`src/rtl/pwr_wake_pkg.sv`:
```
// Package: shared types and fixed PLL positions for the wake sequencer.
// Assumes four PLLs whose dependency chain is fixed by the positions below.
package pwr_wake_pkg;
    typedef enum logic [1:0] {
        ST_OFF  = 2'd0,
        ST_WAKE = 2'd1,
        ST_RUN  = 2'd2
    } pws_state_e;

    localparam int PLL_MID  = 0;
    localparam int PLL_LOW  = 1;
    localparam int PLL_HIGH = 2;
    localparam int PLL_VID  = 3;
    localparam int N_PLL    = 4;
endpackage

```
`src/rtl/pws_sync2.sv`:
```
// Two-flop synchronizer for a vector of independent asynchronous inputs.
// Assumes each bit is sampled on its own; no multi-bit coherency is needed.
module pws_sync2 #(
    parameter int          WIDTH   = 2,
    parameter logic [WIDTH-1:0] RST_VAL = '0
) (
    input  logic             clk,
    input  logic             rst_n,
    input  logic [WIDTH-1:0] d_i,
    output logic [WIDTH-1:0] q_o
);
    logic [WIDTH-1:0] meta_q;
    logic [WIDTH-1:0] sync_q;

    // Purpose: shift each input through two flops into the clk domain.
    always_ff @(posedge clk) begin
        if (!rst_n) begin
            meta_q <= RST_VAL;
            sync_q <= RST_VAL;
        end else begin
            meta_q <= d_i;
            sync_q <= meta_q;
        end
    end

    assign q_o = sync_q;
endmodule

```
`src/rtl/pws_timer.sv`:
```
// Start-up timer: a prescaler divides clk into time units and a unit counter
// counts up to a limit. It assumes the limit stays constant while it runs.
// Clear has priority, and the count freezes once it expires.
module pws_timer #(
    parameter int TICKS_PER_UNIT = 1048,
    parameter int UNIT_W         = 5
) (
    input  logic              clk,
    input  logic              rst_n,
    input  logic              clear_i,
    input  logic              run_i,
    input  logic [UNIT_W-1:0] limit_i,
    output logic              expired_o
);
    localparam int PRE_W = (TICKS_PER_UNIT > 1) ? $clog2(TICKS_PER_UNIT) : 1;
    localparam logic [PRE_W-1:0] PRE_LAST = PRE_W'(TICKS_PER_UNIT - 1);

    logic [PRE_W-1:0]  pre_q;
    logic [UNIT_W-1:0] units_q;

    assign expired_o = (units_q >= limit_i);

    // Purpose: advance the prescaler and unit count while running.
    always_ff @(posedge clk) begin
        if (!rst_n || clear_i) begin
            pre_q   <= '0;
            units_q <= '0;
        end else if (run_i && !expired_o) begin
            if (pre_q == PRE_LAST) begin
                pre_q   <= '0;
                units_q <= units_q + 1'b1;
            end else begin
                pre_q <= pre_q + 1'b1;
            end
        end
    end
endmodule

```
`src/rtl/pws_pll_chain.sv`:
```
// PLL enable chain: the intermediate PLL comes first, and the low-speed PLL
// needs it ready. The high-speed and video PLLs need both earlier PLLs ready.
// Assumes the ready flags are already synchronous to clk.
module pws_pll_chain
    import pwr_wake_pkg::*;
(
    input  logic             active_i,
    input  logic [N_PLL-1:0] rdy_i,
    output logic [N_PLL-1:0] en_o
);
    logic mid_up;
    logic base_up;

    assign mid_up  = active_i && rdy_i[PLL_MID];
    assign base_up = mid_up && rdy_i[PLL_LOW];

    assign en_o[PLL_MID] = active_i;
    assign en_o[PLL_LOW] = mid_up;

    genvar g;
    generate
        for (g = PLL_HIGH; g < N_PLL; g++) begin : g_fast
            assign en_o[g] = base_up;
        end
    endgenerate
endmodule

```
`src/rtl/pwr_wake_seq.sv`:
```
// Top of the wake sequencer. A mode machine moves between power-off, waking
// and running. It drives the PLL enable chain, runs the start-up timer,
// holds the start-up register and reports a sticky timeout flag.
// Assumes clk is the always-on clock and that both reset inputs are
// asynchronous, while the PLL ready flags are synchronous.
module pwr_wake_seq
    import pwr_wake_pkg::*;
#(
    parameter int          TICKS_PER_UNIT = 1048,
    parameter int          UNIT_W         = 5,
    parameter int          MIN_UNITS      = 8,
    parameter int          ADDR_W         = 8,
    parameter logic [7:0]  CFG_INDEX      = 8'h8F
) (
    input  logic              clk,
    input  logic              rst_n,
    input  logic              ext_rst_i,
    input  logic              io_rst_n_i,
    input  logic [3:0]        pll_rdy_i,
    input  logic              cfg_we_i,
    input  logic [ADDR_W-1:0] cfg_addr_i,
    input  logic [UNIT_W-1:0] cfg_wdata_i,
    output logic [UNIT_W-1:0] cfg_rdata_o,
    output logic [3:0]        pll_en_o,
    output logic              rst_drv_o,
    output logic              pwr_off_o,
    output logic              timeout_o,
    output logic              mode_evt_o
);
    localparam logic [UNIT_W-1:0] FLOOR = UNIT_W'(MIN_UNITS);
    localparam logic [ADDR_W-1:0] INDEX = ADDR_W'(CFG_INDEX);

    logic [1:0]        sync_s;
    logic              ext_s;
    logic              io_s;
    pws_state_e        state_q;
    pws_state_e        state_d;
    logic [UNIT_W-1:0] start_q;
    logic              expired;
    logic              all_rdy;
    logic              timeout_q;
    logic              evt_q;

    pws_sync2 #(.WIDTH(2), .RST_VAL(2'b00)) u_sync (
        .clk   (clk),
        .rst_n (rst_n),
        .d_i   ({ext_rst_i, io_rst_n_i}),
        .q_o   (sync_s)
    );
    assign ext_s   = sync_s[1];
    assign io_s    = sync_s[0];
    assign all_rdy = &pll_rdy_i;

    pws_timer #(.TICKS_PER_UNIT(TICKS_PER_UNIT), .UNIT_W(UNIT_W)) u_timer (
        .clk       (clk),
        .rst_n     (rst_n),
        .clear_i   ((state_q != ST_WAKE) || ext_s),
        .run_i     (state_q == ST_WAKE),
        .limit_i   (start_q),
        .expired_o (expired)
    );

    pws_pll_chain u_chain (
        .active_i (state_q != ST_OFF),
        .rdy_i    (pll_rdy_i),
        .en_o     (pll_en_o)
    );

    // Purpose: choose the next mode; a low I/O reset always wins.
    always_comb begin
        state_d = state_q;
        unique case (state_q)
            ST_OFF:  if (io_s) state_d = ST_WAKE;
            ST_WAKE: if (expired && all_rdy && !ext_s) state_d = ST_RUN;
            ST_RUN:  if (ext_s || !all_rdy) state_d = ST_WAKE;
            default: state_d = ST_OFF;
        endcase
        if (!io_s) state_d = ST_OFF;
    end

    // Purpose: register the mode and the one-cycle mode-change pulse.
    always_ff @(posedge clk) begin
        if (!rst_n) begin
            state_q <= ST_OFF;
            evt_q   <= 1'b0;
        end else begin
            state_q <= state_d;
            evt_q   <= (state_d != state_q);
        end
    end

    // Purpose: hold the start-up time; a cold reset restores the floor value.
    always_ff @(posedge clk) begin
        if (!rst_n || ext_s) begin
            start_q <= FLOOR;
        end else if (cfg_we_i && (cfg_addr_i == INDEX)) begin
            start_q <= (cfg_wdata_i < FLOOR) ? FLOOR : cfg_wdata_i;
        end
    end

    // Purpose: latch a start-up window that closed before all PLLs were ready.
    always_ff @(posedge clk) begin
        if (!rst_n || ext_s) begin
            timeout_q <= 1'b0;
        end else if ((state_q == ST_WAKE) && expired && !all_rdy) begin
            timeout_q <= 1'b1;
        end
    end

    assign cfg_rdata_o = start_q;
    assign rst_drv_o   = (state_q != ST_RUN);
    assign pwr_off_o   = (state_q == ST_OFF);
    assign timeout_o   = timeout_q;
    assign mode_evt_o  = evt_q;
endmodule

```
`config.mk`:
```
export PLATFORM = sky130hd
export DESIGN_NAME = pwr_wake_seq
export DESIGN_NICKNAME = d
export VERILOG_FILES = /design/src/rtl/pwr_wake_pkg.sv /design/src/rtl/pws_sync2.sv /design/src/rtl/pws_timer.sv /design/src/rtl/pws_pll_chain.sv /design/src/rtl/pwr_wake_seq.sv
export SDC_FILE = /design/constraint.sdc
export NUM_CORES = 1
export LEC_CHECK = 0
export ABC_AREA = 1
export BUFFER_PORTS_ARGS = -buffer_cell sky130_fd_sc_hd__buf_2
export CAP_MARGIN = 20
export CORE_MARGIN = 3
export CORE_UTILIZATION = 45
export DETAILED_ROUTE_END_ITERATION = 10
export GPL_ROUTABILITY_DRIVEN = 0
export GPL_TIMING_DRIVEN = 0
export HOLD_SLACK_MARGIN = 0.12
export PLACE_DENSITY = 0.65
export SLEW_MARGIN = 40
export SYNTH_ARGS = -nofsm -noshare
export SYNTH_HDL_FRONTEND = slang
export SYNTH_SLANG_ARGS = --single-unit
```
`constraint.sdc`:
```
create_clock -name clk -period 4 [get_ports clk]
set_clock_uncertainty 0.1 [all_clocks]
set_input_delay 1 -clock clk [delete_from_list [all_inputs] [get_ports clk]]
set_output_delay 1 -clock clk [all_outputs]
set_load 0.03 [all_outputs]
```
* Word level (Yosys, flattened, before mapping)
Cells that the tools add are included.
** Word-level totals
- Flip-flop bits (word level) :: 29
- Input port bits :: 22
- Output and inout port bits :: 13
- Word-level logic and storage cells :: 45
** Cells by class
- Add/subtract/negate cells :: 2
- $lt $le $gt $ge :: 2
- Equality and inequality tests :: 7
- Mux-type cells :: 6
- Reduce and logical (&&, ||, !) cells :: 20
** Operators by type and width (count)
- 11-bit by 1-bit adder with 11-bit output, second input constant :: 1
- 11-bit equality test, second input constant :: 1
- 11-bit 2-to-1 mux :: 1
- 8-bit equality test, second input constant :: 1
- 1-bit logical AND :: 8
- 2-bit 2-to-1 mux :: 3
- 2-bit case mux with 3 select lines :: 1
- 5-bit by 1-bit adder with 5-bit output, second input constant :: 1
- 5-bit >= comparator :: 1
- 5-bit by 4-bit less-than comparator with 1-bit output, second input constant :: 1
- 5-bit 2-to-1 mux :: 1
- 1-bit logical NOT :: 4
- 1-bit logical OR :: 4
- 4-bit AND reduction :: 1
- 2-bit by 1-bit equality test with 1-bit output, second input constant :: 1
- 2-bit equality test, second input constant :: 1
- 2-bit logical NOT :: 1
- 2-bit by 1-bit inequality test with 1-bit output, second input constant :: 1
- 2-bit inequality test :: 1
- 2-bit inequality test, second input constant :: 1
- 2-bit AND reduction :: 1
- 2-bit nonzero test :: 1

* Logic depth before layout (Yosys ltp)
Gate-level depths: netlist of run 1.
- Depth after elaboration :: 7
- Depth in mapped cells :: 13
- Mapped depth without buffers :: 12

* Modules after synthesis
Synthesis of run 1 repeated with hierarchy kept, for this count alone.
** Second synthesis, totals
- Cell total of the unflattened synthesis :: 263
- Area total of the unflattened synthesis :: 1766.7 sq um
** Modules (own cells, without submodules)
- pws_timer :: times used 1, cells an instance 167, area each 1119.8 sq um, seq. area each 320.3 sq um
- pwr_wake_seq :: times used 1, cells an instance 76, area each 489.2 sq um, seq. area each 180.2 sq um
- pws_sync2 :: times used 1, cells an instance 12, area each 110.1 sq um, seq. area each 80.1 sq um
- pws_pll_chain :: times used 1, cells an instance 8, area each 47.5 sq um, seq. area each 0.0 sq um

* Worst setup path after synthesis of run 1
Ideal clock, no wire load.
- Path kind :: input -> output
- From :: in pll_rdy_i[0]
- To :: out pll_en_o[2]
- Data arrival time :: 1.344 ns
- Required time :: 2.900 ns
- Slack :: 1.556 ns
- Stages on the path :: 3
- Buffers on the path :: 1
- Cell sequence :: nand2_1 nor2_1 buf_4
** Between the ends
- Longest elaborated chain between the ends :: 2
** RTL lines
- start, declared :: RTL line pwr_wake_seq.sv:19 : input logic [3:0] pll_rdy_i,
- 1-bit logical AND :: RTL line pws_pll_chain.sv:14 : assign mid_up = active_i && rdy_i[PLL_MID];
- 1-bit logical AND :: RTL line pws_pll_chain.sv:15 : assign base_up = mid_up && rdy_i[PLL_LOW];
- end, declared :: RTL line pwr_wake_seq.sv:24 : output logic [3:0] pll_en_o,
Every way passes these cells.

* Final worst setup path of run 1
Same ends and word-level chain as after synthesis.

==> results of run 1 <==
-- metal layers --
layer	global-route usage (%)	vias up	routed length, um
met3	6.07	5	137
met5	0	-	0
met1	20.7	656	1600
li1	-	844	-
met2	26.0	24	1370
met4	5.32	0	46
-- cell usage after synthesis, drive strengths merged --
master  instances
nand2          65
inv            47
dfxtp          29
nor2           28
a21oi          19
nand3          14
nor3           11
ha              7
nand4           7
o21ai           7
buf             5
xnor2           2
xor2            2
o21a            1
-- critical path, cell delays in order --
cell and delay, ns:
buf_2 0.08, nand2_1 0.06, nor2_1 0.14, buf_4 0.12
buf_2 0.18
-- final cells by class --
class | instances | area [sq um] | share of cell area (%)
Sequential cell | 29 | 581 | 29.2
Inverter | 47 | 176 | 8.87
Tap cell | 46 | 57.6 | 2.89
Timing Repair Buffer | 34 | 170 | 8.55
Multi-Input combinational cell | 163 | 877 | 44.1
Buffer | 5 | 41.3 | 2.08
Clock inverter | 3 | 17.5 | 0.881
Clock buffer | 5 | 68.8 | 3.46
-- sequential cells by signal, summed over array words and instances, names as in the netlist --
register	flops
u_timer.units_q	5
state_q	2
u_sync.meta_q	2
cfg_rdata_o	5
timeout_o	1
u_sync.q_o	2
mode_evt_o	1
u_timer.pre_q	11
-- power groups by stage --
stage / clock network (mW) / registers (mW) / logic, mW
3_3_place_gp: 0 / 0.299 / 0.0337
4_1_cts: 0.240 / 0.293 / 0.0342
5_1_grt: 0.252 / 0.293 / 0.0391
3_5_place_dp: 0 / 0.299 / 0.0341
2_1_floorplan: 0 / 0.300 / 0.0183
6_report: 0.230 / 0.293 / 0.0336
-- worst paths after layout --
path | end | depth (start not counted) | slack (ns) | start
hold / removal | u_sync.q_o[0] | 2 | 0.31 | u_sync.meta_q[0]
setup reg to reg | u_timer.pre_q[2] | 8 | 2.07 | cfg_rdata_o[4]
setup / recovery | pll_en_o[2] | 5 | 1.31 | pll_rdy_i[0]
hold reg to reg | u_sync.q_o[0] | 2 | 0.31 | u_sync.meta_q[0]
-- metrics by stage --
stage / instance area (sq um) / hold slack (ns) / std cells / worst slack (ns) / power, mW
after CTS: 1990 / 0.319 / 332 / 1.31 / 0.567
after global placement: 1900 / 0.296 / 324 / 1.31 / 0.333
final: 1990 / 0.315 / 332 / 1.31 / 0.557
after global routing: 1990 / 0.345 / 332 / 1.23 / 0.584
after floorplan: 1680 / 0.290 / 244 / 1.56 / 0.318
after detailed placement: 1900 / 0.304 / 324 / 1.31 / 0.333
-- kinds of logic after synthesis --
kind of cell	count (synthesis)
XOR/XNOR	4
buffers and inverters	52
flip-flops	29
AO/OA/AOI/OAI	27
adder cells (fa/ha/maj)	7
AND/OR/NAND/NOR	125
==> summary.md, run 1 <==
| Metric | Value |
|---|---|
| Final worst path period need | `2.69 ns` |
| Drt first-iter violations | `81` |
| Leakage | `0.937 nW` |
| Mapped Area | `0.00168 sq mm` |
| Synth Area in Simple Gates | `36.6%` |
| Slew @ Worst Pin | `0.358 ns` |
| Sw power | `0.131 mW` |
| Total track usage | `16.5%` |
| Routed Antenna Nets | `0` |
| Maximum VDD drop | `0.000214 V` |
| Min-delay worst type | `flip-flop to flip-flop` |
| Switching fraction of total power | `23.5%` |
| Share of cells above drive strength 1 | `23.4%` |
| Reg clk slew, reported paths | `0.06 ns` |
| RSZ-0062 raised after global routing | `no` |
| CTS tree | `yes` |
| Net count after synthesis | `273` |
| Quantity of I/O buffers inserted on ports | `34` |
| Final worst-path cycle share | `67.2%` |
| Finished Core Util | `57.4%` |
| Most frequent cells in the layout | `nand2_1 (62), inv_1 (43), buf_2 (34), dfxtp_1 (29), nor2_1 (21)` |
| Logic pwr share | `6.0%` |
| Antenna violations before repair | `0` |
| Area share of xor/xnor cells in the synthesized design | `2.09%` |
| Req. time, crit path | `2.90 ns` |
| Drt via density | `4.61` |
| Most common cell after layout, fill and taps aside | `nand2_1` |
| Critical Path Start Type | `primary input` |
| Sequential fraction of the synthesis area | `34.7%` |
| Ant. Diodes | `0` |
| Sequential share of power | `52.6%` |
| DRC | `0` |
| Critical path data arrival time | `1.59 ns` |
| Max-cap violations | `0` |
| Via count | `1529` |
| Post-CTS Resized | `0` |
| Total congestion overflow | `0` |
| Setup TNS | `0 ns` |
| Area leader, netlist | `dfxtp_1` |
| Clk buf depth | `2` |
| Post-CTS Repair Setup Buffers | `0` |
| Internal | `0.426 mW` |
| Row count | `21` |
| Distinct cells, synth | `26` |
| Avg Synthesized Cell Area | `6.87 sq um` |
| Syn. warnings | `0` |
| Pwr/cell area | `280 mW/mm^2` |
| First-pass GRT wire length | `5680 um` |
| DR WL/cell | `9.53 um` |
| Synth area leaders | `dfxtp_1 (35%), nand2_1 (14%), inv_1 (9.6%)` |
| Worst slew margin relative to its limit | `75.9%` |
| Post-synthesis mux area share | `0%` |
| CP max FO | `2` |
| Clock Power Share | `41.4%` |
| Skew-Pair Late Insertion Delay | `0.28 ns` |
| Fillers | `361` |
| Area share of the largest cell type after synthesis | `34.7%` |
| Largest net degree at the start of global routing | `11` |
| Kind of critical path | `primary input to output pin` |
| Die span in x | `67.0 um` |
| CTS buffer count | `5` |
| Hold Violations, Final | `0` |
| Fmax | `0.372 GHz` |
| Hold-fix buffer count after cts | `0` |
| Io pins | `35` |
| Layout area overhead | `18.7%` |
| Core area | `0.00347 sq mm` |
| Vias in the first global route | `1375` |
| CTS Sinks | `29` |
| Largest family of logic cells by synthesized area | `simple AND/OR/NAND/NOR gates` |
| Pins Over Slew Limit | `0` |
| Worst setup EP type | `output pin` |
| Routed Wire Length | `3160 um` |
| DRT Pass-1 Iters | `4` |
| Root Driver | `clkbuf_8` |
| Cell count after synthesis | `244` |
| Register bit total from synthesis | `29` |
| Final Setup Violations | `0` |
| Dpl hpwl | `2520 um` |
| Die Height | `67.0 um` |
| Adder-Cell Fraction of Synth Area | `5.23%` |
| Fin nets | `314` |
| Post-synthesis compound-gate area fraction | `8.44%` |
| Status | `finished, final reports clean` |
| Initial Utilization | `48.3%` |
| H-tree depth | `2` |
| Full die area | `0.00449 sq mm` |
Note: power is estimated with default switching activity, not from simulation.
==> run 2: changes to the inputs <==
--- a/config.mk
+++ b/config.mk
@@ -5,7 +5,7 @@
 export SDC_FILE = /design/constraint.sdc
 export NUM_CORES = 1
 export LEC_CHECK = 0
-export ABC_AREA = 1
+export ABC_AREA = 0
 export BUFFER_PORTS_ARGS = -buffer_cell sky130_fd_sc_hd__buf_2
 export CAP_MARGIN = 20
 export CORE_MARGIN = 3
==> constraint.sdc (replaced) <==
create_clock -name clk -period 2.6 [get_ports clk]
set_clock_uncertainty 0.1 [all_clocks]
set_input_delay 0.65 -clock clk [delete_from_list [all_inputs] [get_ports clk]]
set_output_delay 0.65 -clock clk [all_outputs]
set_load 0.03 [all_outputs]
==> summary.md, run 2 <==
| Metric | Value |
|---|---|
| Post-synth EDFFs | `0` |
| Post-CTS Repair Setup Buffers | `0` |
| R2R setup slack | `0.30 ns` |
| Avg Synthesized Cell Area | `8.64 sq um` |
| Skew-Pair Late Insertion Delay | `0.33 ns` |
| DRC | `0` |
| Mapped Area | `0.00153 sq mm` |
| Die span in x | `64.3 um` |
| Fillers | `315` |
| Final worst-path cycle share | `88.4%` |
| Routed Antenna Nets | `0` |
| Root Driver | `clkbuf_4` |
| Distinct cells, synth | `39` |
| Cell count after synthesis | `177` |
| Synth area leaders | `dfxtp_1 (38%), ha_1 (5.7%), a21oi_1 (3.9%)` |
| CTS buffer count | `5` |
| CP cell instances | `inv_1, ha_1, a21oi_1, o21ai_0, a211o_1, or4_1, nand2_1` |
| Most frequent cell after synthesis | `dfxtp_1` |
| Area share of the largest cell type after synthesis | `38.0%` |
| Fmax | `0.435 GHz` |
| Vias in the first global route | `1427` |
| Critical Path Start Type | `flip-flop` |
| CTS Sinks | `29` |
| Min-delay worst type | `flip-flop to flip-flop` |
| Drt first-iter violations | `74` |
| Critical path data arrival time | `2.48 ns` |
| CP max FO | `5` |
| Row count | `20` |
| Fin nets | `247` |
| Die Height | `64.3 um` |
| CTS tree | `yes` |
| First-pass GRT wire length | `6000 um` |
| Hold Violations, Final | `0` |
| Total track usage | `18.3%` |
| Worst reg2reg endpoint | `u_timer.units_q[3]` |
| Hold-fix buffer count after cts | `0` |
| Pins Over Slew Limit | `0` |
| Slew @ Worst Pin | `0.636 ns` |
| Post-CTS Resized | `0` |
| Max-cap violations | `0` |
| R2R depth | `7` |
| Initial Utilization | `48.5%` |
| Slowest stage delay, CP | `0.48 ns` |
| Setup TNS | `0 ns` |
| Dpl hpwl | `2660 um` |
| DRT Pass-1 Iters | `4` |
| Syn. warnings | `0` |
| Critical register-to-register path startpoint | `cfg_rdata_o[2]` |
| Antenna violations before repair | `0` |
| Io pins | `35` |
| Total congestion overflow | `0` |
| Share of cells above drive strength 1 | `23.3%` |
| Ys async rst share | `0%` |
| Pwr/cell area | `440 mW/mm^2` |
| Most common cell after layout, fill and taps aside | `buf_2` |
| Sequential fraction of the synthesis area | `38.0%` |
| Drt via density | `5.44` |
| Final worst path period need | `2.30 ns` |
| Quantity of I/O buffers inserted on ports | `34` |
| Ant. Diodes | `0` |
| Final Setup Violations | `0` |
| Via count | `1432` |
| Full die area | `0.00413 sq mm` |
| Most frequent cells in the layout | `buf_2 (34), dfxtp_1 (29), nand2_1 (16), nor2_1 (12), a21oi_1 (12)` |
| Req. time, crit path | `2.78 ns` |
| Design Power | `0.802 mW` |
| Status | `finished, final reports clean` |
| H-tree depth | `2` |
| Synth Flop Type | `dfxtp_1` |
| Reg with most FFs | `u_timer.pre_q` |
| Clk buf depth | `2` |
| Area leader, netlist | `dfxtp_1` |
| RSZ-0062 raised after global routing | `no` |
| Maximum VDD drop | `0.000352 V` |
| Routed Wire Length | `3350 um` |
| Commonest cells post-synth | `dfxtp_1 (29), nand2_1 (16), a21oi_1 (12), nor2_1 (12), o21ai_0 (10)` |
| Net count after synthesis | `206` |
| Reg clk slew, reported paths | `0.09 ns` |
| Layout area overhead | `19.3%` |
| DR WL/cell | `12.7 um` |
| Largest net degree at the start of global routing | `11` |
| Worst slew margin relative to its limit | `57.1%` |
| Worst setup EP type | `flip-flop` |
| Leakage | `0.726 nW` |
| Worst setup path start | `cfg_rdata_o[2]` |
| Kind of critical path | `flip-flop to flip-flop` |
| Register bit total from synthesis | `29` |
| Crit path to | `u_timer.units_q[3]` |
| Core area | `0.00315 sq mm` |
| Max reg flops | `11` |
| Slowest cell on the critical path | `or4_1` |
run 2: cell types whose count changed in the layout (fill, tap and decap cells not counted), sizes merged, moves of 7 or more:
cell	before	now
nor3	11	2
nor2	28	12
inv	47	7
o211ai	0	8
a21oi	19	12
nand2	65	16
and2	0	8
run 2: per-layer routing:
metal	part of all wire [%]	wire length, um	global-route usage, %
met1	45	1520	22.7
met2	47	1580	30.0
met3	5.5	185	4.22
met4	1.9	63	8.44
met5	0	0	0
run 2: where the power goes:
part | leakage [nW] | total (mW) | switching, mW | internal, mW
Clock | 0.0413 | 0.311 | 0.155 | 0.156
Combinational | 0.450 | 0.0401 | 0.0203 | 0.0198
Sequential | 0.235 | 0.451 | 0.00277 | 0.448
run 2: worst min-delay path by stage:
stage,start,to,slack (ns),depth (start not counted)
finish,u_sync.meta_q[1],u_sync.q_o[1],0.34,1
global route,u_sync.meta_q[0],u_sync.q_o[0],0.36,1
CTS,u_sync.meta_q[1],u_sync.q_o[1],0.34,1
detailed placement,u_sync.meta_q[1],u_sync.q_o[1],0.32,1
global placement,u_sync.meta_q[1],u_sync.q_o[1],0.32,1
floorplan,u_sync.meta_q[0],u_sync.q_o[0],0.31,1
run 2: area by class of cell:
type | count | area, sq um | area share (%)
Buffer | 6 | 37.5 | 2.06
Clock buffer | 7 | 65.1 | 3.57
Clock inverter | 1 | 5.00 | 0.274
Inverter | 7 | 26.3 | 1.44
Multi-Input combinational cell | 135 | 885 | 48.5
Sequential cell | 29 | 581 | 31.8
Tap cell | 44 | 55.1 | 3.02
Timing Repair Buffer | 34 | 170 | 9.33
run 2: cell families after synthesis:
| group | synth area share [%] |
|---|---|
| XOR/XNOR | 2.29 |
| AND/OR/NAND/NOR | 28.1 |
| buffers and inverters | 4.17 |
| multiplexers | 1.96 |
| adder cells (fa/ha/maj) | 5.73 |
| flip-flops | 38.0 |
| AO/OA/AOI/OAI | 19.8 |
run 2: worst max-delay path: cells and delay by family (launching register included):
kind                     cells  cell delay [ns]
adder cells (fa/ha/maj)      1             0.30
AO/OA/AOI/OAI                3             0.87
flip-flops                   1             0.37
AND/OR/NAND/NOR              2             0.55
buffers and inverters        1             0.05
run 2: per-stage QoR:
| step | instances | util (%) | hold slack (ns) | instance area [sq um] | setup WS [ns] |
|---|---|---|---|---|---|
| floorplan | 177 | - | 0.312 | 1530 | 0.333 |
| global placement | 255 | 55.6 | 0.317 | 1750 | 0.367 |
| detailed placement | 255 | 55.6 | 0.317 | 1750 | 0.302 |
| CTS | 263 | 57.9 | 0.339 | 1820 | 0.284 |
| global route | 263 | 57.9 | 0.362 | 1820 | 0.143 |
| finish | 263 | 57.9 | 0.338 | 1820 | 0.303 |
==> run 3: changes to the inputs <==
--- a/config.mk
+++ b/config.mk
@@ -10,11 +10,12 @@
 export CAP_MARGIN = 20
 export CORE_MARGIN = 3
 export CORE_UTILIZATION = 45
+export CTS_CLUSTER_DIAMETER = 80
 export DETAILED_ROUTE_END_ITERATION = 10
 export GPL_ROUTABILITY_DRIVEN = 0
 export GPL_TIMING_DRIVEN = 0
 export HOLD_SLACK_MARGIN = 0.12
-export PLACE_DENSITY = 0.65
+export PLACE_DENSITY = 0.68
 export SLEW_MARGIN = 40
 export SYNTH_ARGS = -nofsm -noshare
 export SYNTH_HDL_FRONTEND = slang
==> constraint.sdc (replaced) <==
create_clock -name clk -period 1.9 [get_ports clk]
set_clock_uncertainty 0.1 [all_clocks]
set_input_delay 0.475 -clock clk [delete_from_list [all_inputs] [get_ports clk]]
set_output_delay 0.475 -clock clk [all_outputs]
set_load 0.03 [all_outputs]
==> summary.md, run 3 (synthesis gave the netlist of run 2 again) <==
| Metric | Value |
|---|---|
| H-tree depth | `2` |
| Row count | `20` |
| Quantity of I/O buffers inserted on ports | `34` |
| Critical register-to-register path startpoint | `cfg_rdata_o[4]` |
| Hold Violations, Final | `0` |
| Drt via density | `5.56` |
| DRT Pass-1 Iters | `4` |
| Worst slew margin relative to its limit | `66.7%` |
| Leakage | `0.792 nW` |
| DR WL/cell | `14.0 um` |
| Skew-Pair Late Insertion Delay | `0.34 ns` |
| CTS Sinks | `29` |
| Root Driver | `clkbuf_4` |
| Io pins | `35` |
| Min-delay worst type | `primary input to flip-flop` |
| Most frequent cells in the layout | `buf_2 (31), dfxtp_1 (19), buf_4 (16), nand2_1 (15), nor2_1 (11)` |
| Drt first-iter violations | `63` |
| Worst setup EP type | `flip-flop` |
| Die span in x | `64.3 um` |
| Reg clk slew, reported paths | `0.10 ns` |
| Finished Core Util | `65.5%` |
| Max reg flops | `11` |
| Req. time, crit path | `2.08 ns` |
| Clk buf depth | `2` |
| Fin nets | `258` |
| CTS buffer count | `5` |
| Vias in the first global route | `1548` |
| Design Power | `1.04 mW` |
| Pins Over Slew Limit | `0` |
| Pwr/cell area | `504 mW/mm^2` |
| Via count | `1523` |
| Hold-fix buffer count after cts | `0` |
| Fmax | `0.527 GHz` |
| Final worst-path cycle share | `99.9%` |
| Slew @ Worst Pin | `0.498 ns` |
| Layout area overhead | `35.0%` |
| Largest net degree at the start of global routing | `11` |
| Total track usage | `19.8%` |
| Critical Path Start Type | `flip-flop` |
| Final worst path period need | `1.90 ns` |
| Routed Wire Length | `3830 um` |
| Placed cells | `255` |
| CTS tree | `yes` |
| Hold WS | `0.231 ns` |
| Crit path to | `u_timer.units_q[3]` |
| Max-cap violations | `0` |
| Initial Utilization | `48.5%` |
| Critical path data arrival time | `2.08 ns` |
| Maximum VDD drop | `0.000439 V` |
| CP max FO | `4` |
| Worst reg2reg endpoint | `u_timer.units_q[3]` |
| Fillers | `278` |
| Share of cells above drive strength 1 | `40.9%` |
| R2R setup slack | `0.002 ns` |
| Cell Count, Final, Fillers Out | `274` |
| Antenna violations before repair | `0` |
| Full die area | `0.00413 sq mm` |
| Reg with most FFs | `u_timer.pre_q` |
| Worst setup path start | `cfg_rdata_o[4]` |
| DRC | `0` |
| Ant. Diodes | `0` |
| Dpl hpwl | `2690 um` |
| First-pass GRT wire length | `6470 um` |
| Core area | `0.00315 sq mm` |
| Status | `finished, final reports clean` |
| Kind of critical path | `flip-flop to flip-flop` |
| R2R depth | `7` |
| Total congestion overflow | `0` |
| Final Setup Violations | `0` |
| RSZ-0062 raised after global routing | `yes` |
| Routed Antenna Nets | `0` |
| Die Height | `64.3 um` |
| Most common cell after layout, fill and taps aside | `buf_2` |
[run 3: timing repair]
item | in CTS | in global routing
buffers inserted | 7 | 4
setup endpoints to repair | 13 | 19
pin swaps | 4 | 9
resized for setup | 23 | 21
[run 3: worst min-delay path by stage]
stage / start / end / slack [ns] / depth (start not counted)
after floorplan: u_sync.meta_q[0] / u_sync.q_o[0] / 0.31 / 1
after global placement: u_sync.meta_q[1] / u_sync.q_o[1] / 0.31 / 1
after detailed placement: u_sync.meta_q[0] / u_sync.q_o[0] / 0.33 / 1
after CTS: ext_rst_i / u_sync.meta_q[1] / 0.21 / 2
after global routing: ext_rst_i / u_sync.meta_q[1] / 0.21 / 2
final: ext_rst_i / u_sync.meta_q[1] / 0.23 / 2
[run 3: per-layer routing]
| metal | global-route usage (%) | wire length, um | part of all wire, % |
|---|---|---|---|
| met1 | 21.0 | 1560 | 41 |
| met2 | 36.3 | 1990 | 52 |
| met3 | 4.75 | 188 | 4.9 |
| met4 | 9.50 | 91 | 2.4 |
| met5 | 0 | 0 | 0 |
[run 3: report_power, final]
group	internal, mW	leakage, nW	total [mW]	switching [mW]
Sequential	0.603	0.241	0.607	0.00345
Clock	0.140	0.0353	0.374	0.233
Combinational	0.0306	0.516	0.0611	0.0305
[run 3: cell type report]
cell class	count	area [sq um]	share of cell area (%)
clock inverter	3	16.3	0.788
sequential	29	611	29.6
inverter	7	26.3	1.27
buffer	6	38.8	1.88
timing repair buffer	45	268	13.0
multi-input combinational	135	1010	49.0
clock buffer	5	37.5	1.82
tap	44	55.1	2.67
[run 3: through the flow]
step / worst slack [ns] / TNS (ns) / cell area [sq um]
global route: -0.0785 / -0.279 / 2060
CTS: 0.00407 / 0 / 1980
finish: 0.00242 / 0 / 2060
floorplan: 0.0168 / 0 / 1570
global placement: -0.0642 / -0.117 / 1790
detailed placement: -0.128 / -0.525 / 1790
[run 3: worst max-delay path, stage by stage (launching register included)]
cell and delay (ns):
dfxtp_4 0.36, inv_2 0.03, ha_2 0.18, and4bb_1 0.29
nand3_2 0.09, a211o_1 0.32, or4_1 0.41, nand2_1 0.08
